==> config.mk <==
export PLATFORM = sky130hd
export DESIGN_NAME = burst_addr_seq
export DESIGN_NICKNAME = d
export VERILOG_FILES = /design/src/rtl/burst_seq_pkg.sv /design/src/rtl/bas_beat_ctr.sv /design/src/rtl/bas_order_map.sv /design/src/rtl/burst_addr_seq.sv
export SDC_FILE = /design/constraint.sdc
export NUM_CORES = 1
export LEC_CHECK = 0
export BUFFER_PORTS_ARGS = -buffer_cell sky130_fd_sc_hd__clkbuf_2
export CAP_MARGIN = 20
export CORE_AREA = 2 2 41 71
export DETAILED_ROUTE_END_ITERATION = 7
export DIE_AREA = 0 0 43 73
export PLACE_DENSITY = 0.82
export RECOVER_POWER = 25
export SETUP_SLACK_MARGIN = 0.15
export SLEW_MARGIN = 10
export SYNTH_ARGS = -nofsm -noshare
export SYNTH_HDL_FRONTEND = slang
export SYNTH_HIERARCHICAL = 1
export SYNTH_SLANG_ARGS = --single-unit
==> constraint.sdc <==
create_clock -name clk -period 0.8 [get_ports clk]
set_input_delay 0.16 -clock clk [delete_from_list [all_inputs] [get_ports clk]]
set_output_delay 0.16 -clock clk [all_outputs]
set_load 0.02 [all_outputs]
==> src/rtl/burst_seq_pkg.sv <==
package burst_seq_pkg;

    // Burst ordering selected at load time; low level is the default.
    typedef enum logic {
        ORD_INTERLEAVE = 1'b0,
        ORD_LINEAR     = 1'b1
    } burst_order_e;

endpackage

==> src/rtl/bas_beat_ctr.sv <==
module bas_beat_ctr #(
    parameter int CNT_W = 2
) (
    input  logic             clk,
    input  logic             rst_n,
    input  logic             load,
    input  logic             step,
    output logic [CNT_W-1:0] beat_q
);

    localparam logic [CNT_W-1:0] ONE = CNT_W'(1);

    logic [CNT_W-1:0] beat_d;

    // Load restarts the beat; step only counts when no load is present.
    always_comb begin
        beat_d = beat_q;
        if (load) begin
            beat_d = '0;
        end else if (step) begin
            beat_d = beat_q + ONE;
        end
    end

    always_ff @(posedge clk) begin
        if (!rst_n) begin
            beat_q <= '0;
        end else begin
            beat_q <= beat_d;
        end
    end

    // an advance without a load moves the beat by one
    p_beat_step_r4: assert property (@(posedge clk) disable iff (!rst_n)
        (step && !load) |=> (beat_q == $past(beat_q) + ONE));

    // a load restarts the beat even if step is also high
    p_load_wins_r7: assert property (@(posedge clk) disable iff (!rst_n)
        load |=> (beat_q == '0));

    // idle cycles keep the beat count
    p_beat_hold_r3: assert property (@(posedge clk) disable iff (!rst_n)
        (!load && !step) |=> $stable(beat_q));

endmodule

==> src/rtl/bas_order_map.sv <==
module bas_order_map
    import burst_seq_pkg::*;
#(
    parameter int CNT_W = 2
) (
    input  logic [CNT_W-1:0] start_low,
    input  logic [CNT_W-1:0] beat,
    input  burst_order_e     order,
    output logic [CNT_W-1:0] low_out
);

    logic [CNT_W-1:0] lin_low;
    logic [CNT_W-1:0] ilv_low;

    // Interleaved order: bitwise XOR of start and beat.
    for (genvar b = 0; b < CNT_W; b++) begin : g_ilv
        assign ilv_low[b] = start_low[b] ^ beat[b];
    end

    // Linear order: modular sum; carry out of the top bit is dropped.
    assign lin_low = start_low + beat;

    always_comb begin
        unique case (order)
            ORD_LINEAR:     low_out = lin_low;
            ORD_INTERLEAVE: low_out = ilv_low;
            default:        low_out = ilv_low;
        endcase
    end

    // With a zero beat both orders must reproduce the start bits.
    always_comb begin
        if (beat == '0) begin
            a_zero_beat_identity: assert (low_out == start_low);
        end
    end

endmodule

==> src/rtl/burst_addr_seq.sv <==
module burst_addr_seq
    import burst_seq_pkg::*;
#(
    parameter int ADDR_W = 19,
    parameter int CNT_W  = 2
) (
    input  logic              clk,
    input  logic              rst_n,
    input  logic [ADDR_W-1:0] addr_in,
    input  logic              load_cpu,
    input  logic              load_ctl,
    input  logic              advance,
    input  logic              order_linear,
    output logic [ADDR_W-1:0] word_addr
);

    localparam int HI_W = ADDR_W - CNT_W;

    typedef struct packed {
        logic [ADDR_W-1:0] base;
        burst_order_e      order;
    } seq_state_t;

    seq_state_t       st_d, st_q;
    logic             any_load;
    logic [CNT_W-1:0] beat;
    logic [CNT_W-1:0] low_bits;

    assign any_load = load_cpu | load_ctl;

    // Next-state: base address and burst order are captured only on a load.
    always_comb begin
        st_d = st_q;
        if (any_load) begin
            st_d.base  = addr_in;
            st_d.order = order_linear ? ORD_LINEAR : ORD_INTERLEAVE;
        end
    end

    always_ff @(posedge clk) begin
        if (!rst_n) begin
            st_q.base  <= '0;
            st_q.order <= ORD_INTERLEAVE;
        end else begin
            st_q <= st_d;
        end
    end

    bas_beat_ctr #(
        .CNT_W (CNT_W)
    ) u_beat (
        .clk    (clk),
        .rst_n  (rst_n),
        .load   (any_load),
        .step   (advance),
        .beat_q (beat)
    );

    bas_order_map #(
        .CNT_W (CNT_W)
    ) u_map (
        .start_low (st_q.base[CNT_W-1:0]),
        .beat      (beat),
        .order     (st_q.order),
        .low_out   (low_bits)
    );

    assign word_addr = {st_q.base[ADDR_W-1:CNT_W], low_bits};

    // either strobe captures the external address at that edge
    p_load_capture_r2: assert property (@(posedge clk) disable iff (!rst_n)
        any_load |=> (word_addr == $past(addr_in)));

    // no load and no advance holds the output
    p_idle_hold_r3: assert property (@(posedge clk) disable iff (!rst_n)
        (!any_load && !advance) |=> $stable(word_addr));

    // upper bits move only with a load
    p_upper_fixed_r8: assert property (@(posedge clk) disable iff (!rst_n)
        !any_load |=> $stable(word_addr[ADDR_W-1:CNT_W]));

    // order select is ignored between loads
    p_order_latched_r9: assert property (@(posedge clk) disable iff (!rst_n)
        !any_load |=> $stable(st_q.order));

    // reset leaves the address at zero
    p_reset_zero_r1: assert property (@(posedge clk)
        !rst_n |=> (word_addr == '0));

    initial begin
        a_width_ok: assert (HI_W > 0);
    end

endmodule

### Word level (Yosys, flattened, before mapping)

Index checks and enable logic that the tools add are counted.

* add/subtract/negate cells: 2
* muxes and demuxes: 2
* bitwise logic cells: 5
* reductions and logical operators: 1

Operators by type and width (count)
* $pmux 2 s2: 1
* $add 2x1->2 const B: 1
* $add 2x2->2: 1
* $not 1->1: 2
* $reduce_or 2->1: 1
* $xor 1x1->1: 2
* $mux 1: 1
* $or 1x1->1: 1

* register bits: 22
* bits of input ports: 25

### Logic depth before layout (Yosys ltp)

* depth after elaboration: 2
* depth in mapped cells: 4
* depth with buffers taken out: 3

### Hierarchy

Netlist, hierarchy kept.

Modules (own cells, without submodules)
* burst_addr_seq: instances 1, cells each 108, area each 918.4 um^2
* bas_beat_ctr: instances 1, cells each 8, area each 85.1 um^2
* bas_order_map: instances 1, cells each 4, area each 33.8 um^2

### Least setup slack after synthesis

No wires, ideal clock.

* path kind: register to output
* from: register u_beat.beat_q[0]
* to: output word_addr[1]
* arrival time: 0.940 ns
* data required time: 0.640 ns
* setup slack: -0.300 ns
* stages on the path, launching flop included: 4
* path through: dfxtp_1 -> ha_1 -> nand2_1 -> xnor2_1

* cells in the longest elaborated chain, start to end: 2

RTL lines
* start, declared: RTL line bas_beat_ctr.sv:8 `output logic [CNT_W-1:0] beat_q`
* start signal, assigned: RTL line bas_beat_ctr.sv:29 `beat_q <= beat_d;`
* $add 2x2->2: RTL line bas_order_map.sv:21 `assign lin_low = start_low + beat;`
* $pmux 2 s2: RTL line bas_order_map.sv:24 `unique case (order)`
* end, declared: RTL line burst_addr_seq.sv:14 `output logic [ADDR_W-1:0] word_addr`

No other way between the ends.

### Worst setup path in the final report

* from: register st_q[2] in the netlist's numbering
* to: output word_addr[1]

* cells in the longest elaborated chain, start to end: 2
* elaborated cells between the ends (all ways): 3

RTL lines
* start, declared: RTL line burst_addr_seq.sv:24 `seq_state_t st_d, st_q;`
* start signal, assigned: RTL line burst_addr_seq.sv:45 `st_q <= st_d;`
* $add 2x2->2 / $xor 1x1->1 (equally long branches): RTL line bas_order_map.sv:21, bas_order_map.sv:17
* $pmux 2 s2 (*): RTL line bas_order_map.sv:24

Mark *: on every way between the ends. The rest lies on a longest branch, timed or not.

==> flow_metrics.tcl <==
set metrics [dict create \
    status "finished, violations left" \
    violations "setup timing" \
    port-buffer-count 43 \
    postLayoutCellArea_um2 1680 \
    crit_arrival_ps 1110 \
    tightest_slew_ps 256 \
    ioPinCount 44 \
    min_period_over_period 1.59 \
    count_of_unique_library_cells_instantiated_by_yosys 18 \
    cts_htree_levels 1 \
    cts_made_buffers 3 \
    antennaDiodeCount 0 \
    ant_nets 0 \
    share_of_final_layout_standard_cells_stronger_than_drive_strength_1 0.640 \
    row_count 25 \
    complex_gate_fraction_of_the_synthesized_area 0.259 \
    yosys.area_share.adder 0.0121 \
    placed_area_um2 1270 \
    num-nets-final 188 \
    yosys.area_share.xor_xnor 0.0253 \
    worst_clock_skew_ps 0.101 \
    globalRouteTotalUtil 0.164 \
    synthSimpleGateAreaFrac 0.101 \
    cts.hold.buffers_added 0 \
    cts-root-to-sink-buffers 2 \
    area_of_the_core_um2 2630 \
    dr_total_vias 962 \
    clock-root-buffer "sky130_fd_sc_hd__clkbuf_8" \
    post_synth_instance_area_um2 1040 \
    fmax_ghz 0.785 \
    tritoncts "yes" \
    post_synth_inst_count 120 \
    combinational_family_with_the_most_area_after_synthesis "compound AO/OA/AOI/OAI gates" \
    synth-seq-cells 22 \
    timing.critical_path.fanout_max 2 \
    setup-violations-final 21 \
    finalWorstSetupSlack_ps -474 \
    worst_hold_path_type "in -> reg" \
    post_synth_mux_area_share 0 \
    grt_antenna_before_repair 0 \
    grt_setup_unrepaired "true" \
    finalHoldViolCount 0 \
    vdd_ir_drop_max_mv 1.24 \
    post-layout-total-power_mw 2.67 \
    setup.worst_path.class "reg -> out" \
    synth_area_per_cell_um2 8.64 \
    power-per-cell-area_nw_per_um2 1590 \
    initial_utilization 0.395 \
    grt_pass1_wl_um 4060 \
    layout_min_cycle_time_ps 1270 \
    detail_route.vias_per_cell 5.12 \
    final_max_slew_viol_count 0 \
    slew_headroom 0.829 \
    syn-num-nets 146 \
    setup_tns_ps -2380 \
    initialDrtViolationCount 26 \
    area_delta_synth_final_pct 61.9 \
    seq_area_frac_synth 0.425 \
    wl_cell_um 13.2 \
    vias_in_the_first_global_route 988 \
    grt_remaining_overflow 0 \
    max_cap_violations 0 \
    end_kind "output pin" \
    routed_wirelength_um 2490 \
    ys.warnings.count 6 \
    die-area_um2 3140 \
    worst_setup_hold_path_clk_slew_ps 80 \
    largest_net_degree_at_the_start_of_global_routing 25 \
    tritoncts_num_sinks 22 \
    startpoint_type "flip-flop" \
    leakage_nw 0.720 \
    drc_errors 0 \
    cp_data_required_time_ps 640 \
    tritonroute_pass_1_iters 4 \
    post-dp-hpwl_um 1670 \
    dieWidth_um 43 \
    gpl_wtd_cong 0.671 \
    die_height_um 73 \
    worst_skew_pair.late_latency_ps 260 \
]
==> power breakdown <==
group | leakage, nW | internal, mW | switching (mW)
Sequential | 0.190 | 1.17 | 0.0655
Combinational | 0.501 | 0.362 | 0.281
Clock | 0.0288 | 0.438 | 0.352
Total | 0.720 | 1.97 | 0.698
==> critical path: stages, from the launching register on <==
cell and delay (ps):
sky130_fd_sc_hd__dfxtp_4 370, sky130_fd_sc_hd__xor2_4 190, sky130_fd_sc_hd__xnor2_4 170, sky130_fd_sc_hd__buf_8 120
==> repair_timing <==
| item | 4_1_cts | 5_1_grt |
|---|---|---|
| pin swaps | 4 | 13 |
| buffers inserted | 3 | 8 |
| setup endpoints to repair | 22 | 27 |
| resized for setup | 66 | 31 |
==> cell usage after synthesis <==
master | number | area [um2]
sky130_fd_sc_hd__o21ai_1 | 19 | 95.1
sky130_fd_sc_hd__o21ai_0 | 1 | 5.00
sky130_fd_sc_hd__buf_4 | 17 | 128
sky130_fd_sc_hd__nor2_1 | 1 | 3.75
sky130_fd_sc_hd__ha_1 | 1 | 12.5
sky130_fd_sc_hd__xor2_1 | 1 | 8.76
sky130_fd_sc_hd__dfxtp_1 | 22 | 440
sky130_fd_sc_hd__nand2_1 | 21 | 78.8
sky130_fd_sc_hd__or2_4 | 1 | 8.76
sky130_fd_sc_hd__buf_6 | 2 | 22.5
sky130_fd_sc_hd__nand3b_1 | 1 | 7.51
sky130_fd_sc_hd__buf_2 | 3 | 15.0
sky130_fd_sc_hd__xnor2_1 | 2 | 17.5
sky130_fd_sc_hd__a21oi_2 | 1 | 8.76
sky130_fd_sc_hd__a21bo_1 | 1 | 10.0
sky130_fd_sc_hd__clkbuf_1 | 5 | 18.8
sky130_fd_sc_hd__nand2b_1 | 1 | 6.26
sky130_fd_sc_hd__o211ai_1 | 20 | 150
==> kinds of logic (layout without fill, tap and decap cells) <==
kind of cell / Yosys count / count (layout)
AO/OA/AOI/OAI: 42 / 42
buffers and inverters: 27 / 68
AND/OR/NAND/NOR: 25 / 25
flip-flops: 22 / 22
XOR/XNOR: 3 / 3
adder cells (fa/ha/maj): 1 / 1
==> placed cells by master, fill, tap and decap left out, types with 2 or more instances in the layout <==
cell type	Yosys	layout
sky130_fd_sc_hd__buf_6	2	5
sky130_fd_sc_hd__o211ai_1	20	20
sky130_fd_sc_hd__nand2_1	21	14
sky130_fd_sc_hd__nand2_2	0	4
sky130_fd_sc_hd__buf_8	0	19
sky130_fd_sc_hd__o21ai_1	19	18
sky130_fd_sc_hd__dfxtp_2	0	18
sky130_fd_sc_hd__dfxtp_4	0	3
sky130_fd_sc_hd__o21ai_2	0	2
sky130_fd_sc_hd__buf_4	17	12
sky130_fd_sc_hd__nand2_4	0	3
sky130_fd_sc_hd__clkbuf_8	0	4
sky130_fd_sc_hd__clkbuf_2	0	25
sky130_fd_sc_hd__buf_12	0	2
==> final cells by class <==
class,instances,area (um2)
Fill cell,219,948
Timing Repair Buffer,64,601
Multi-Input combinational cell,71,515
Sequential cell,22,474
Clock buffer,4,55.1
Tap cell,27,33.8
==> registers in the layout (all words and copies together), names as in the netlist <==
signal,count
word_addr,17
u_beat/beat_q,2
st_q,3
==> stage by stage <==
| stage | hold WS, ps | util | instances | setup slack (ps) |
|---|---|---|---|---|
| after floorplan | 279 | - | 120 | -121 |
| after global placement | 405 | 0.485 | 173 | -252 |
| after detailed placement | 417 | 0.485 | 173 | -282 |
| after CTS | 128 | 0.601 | 180 | -499 |
| after global routing | 143 | 0.639 | 188 | -518 |
| final | 138 | 0.639 | 188 | -474 |
==> layer usage <==
layer  vias up  GRT usage  wire length, um
met5         -          0                0
met4         0     0.0707               17
met3         2     0.0297              145
met2        33      0.310             1380
met1       445      0.171              945
li1        482          -                -
==> path summary, 6_finish.rpt <==
path / slack (ps) / cells past startpoint / from / end
setup / recovery: -470 / 3 / st_q[2] / word_addr[1]
hold / removal: 140 / 3 / addr_in[4] / word_addr[4]
setup reg to reg: -140 / 4 / u_beat/beat_q[0] / u_beat/beat_q[1]
hold reg to reg: 480 / 2 / word_addr[15] / word_addr[15]
(Power assumes the default switching activity.)
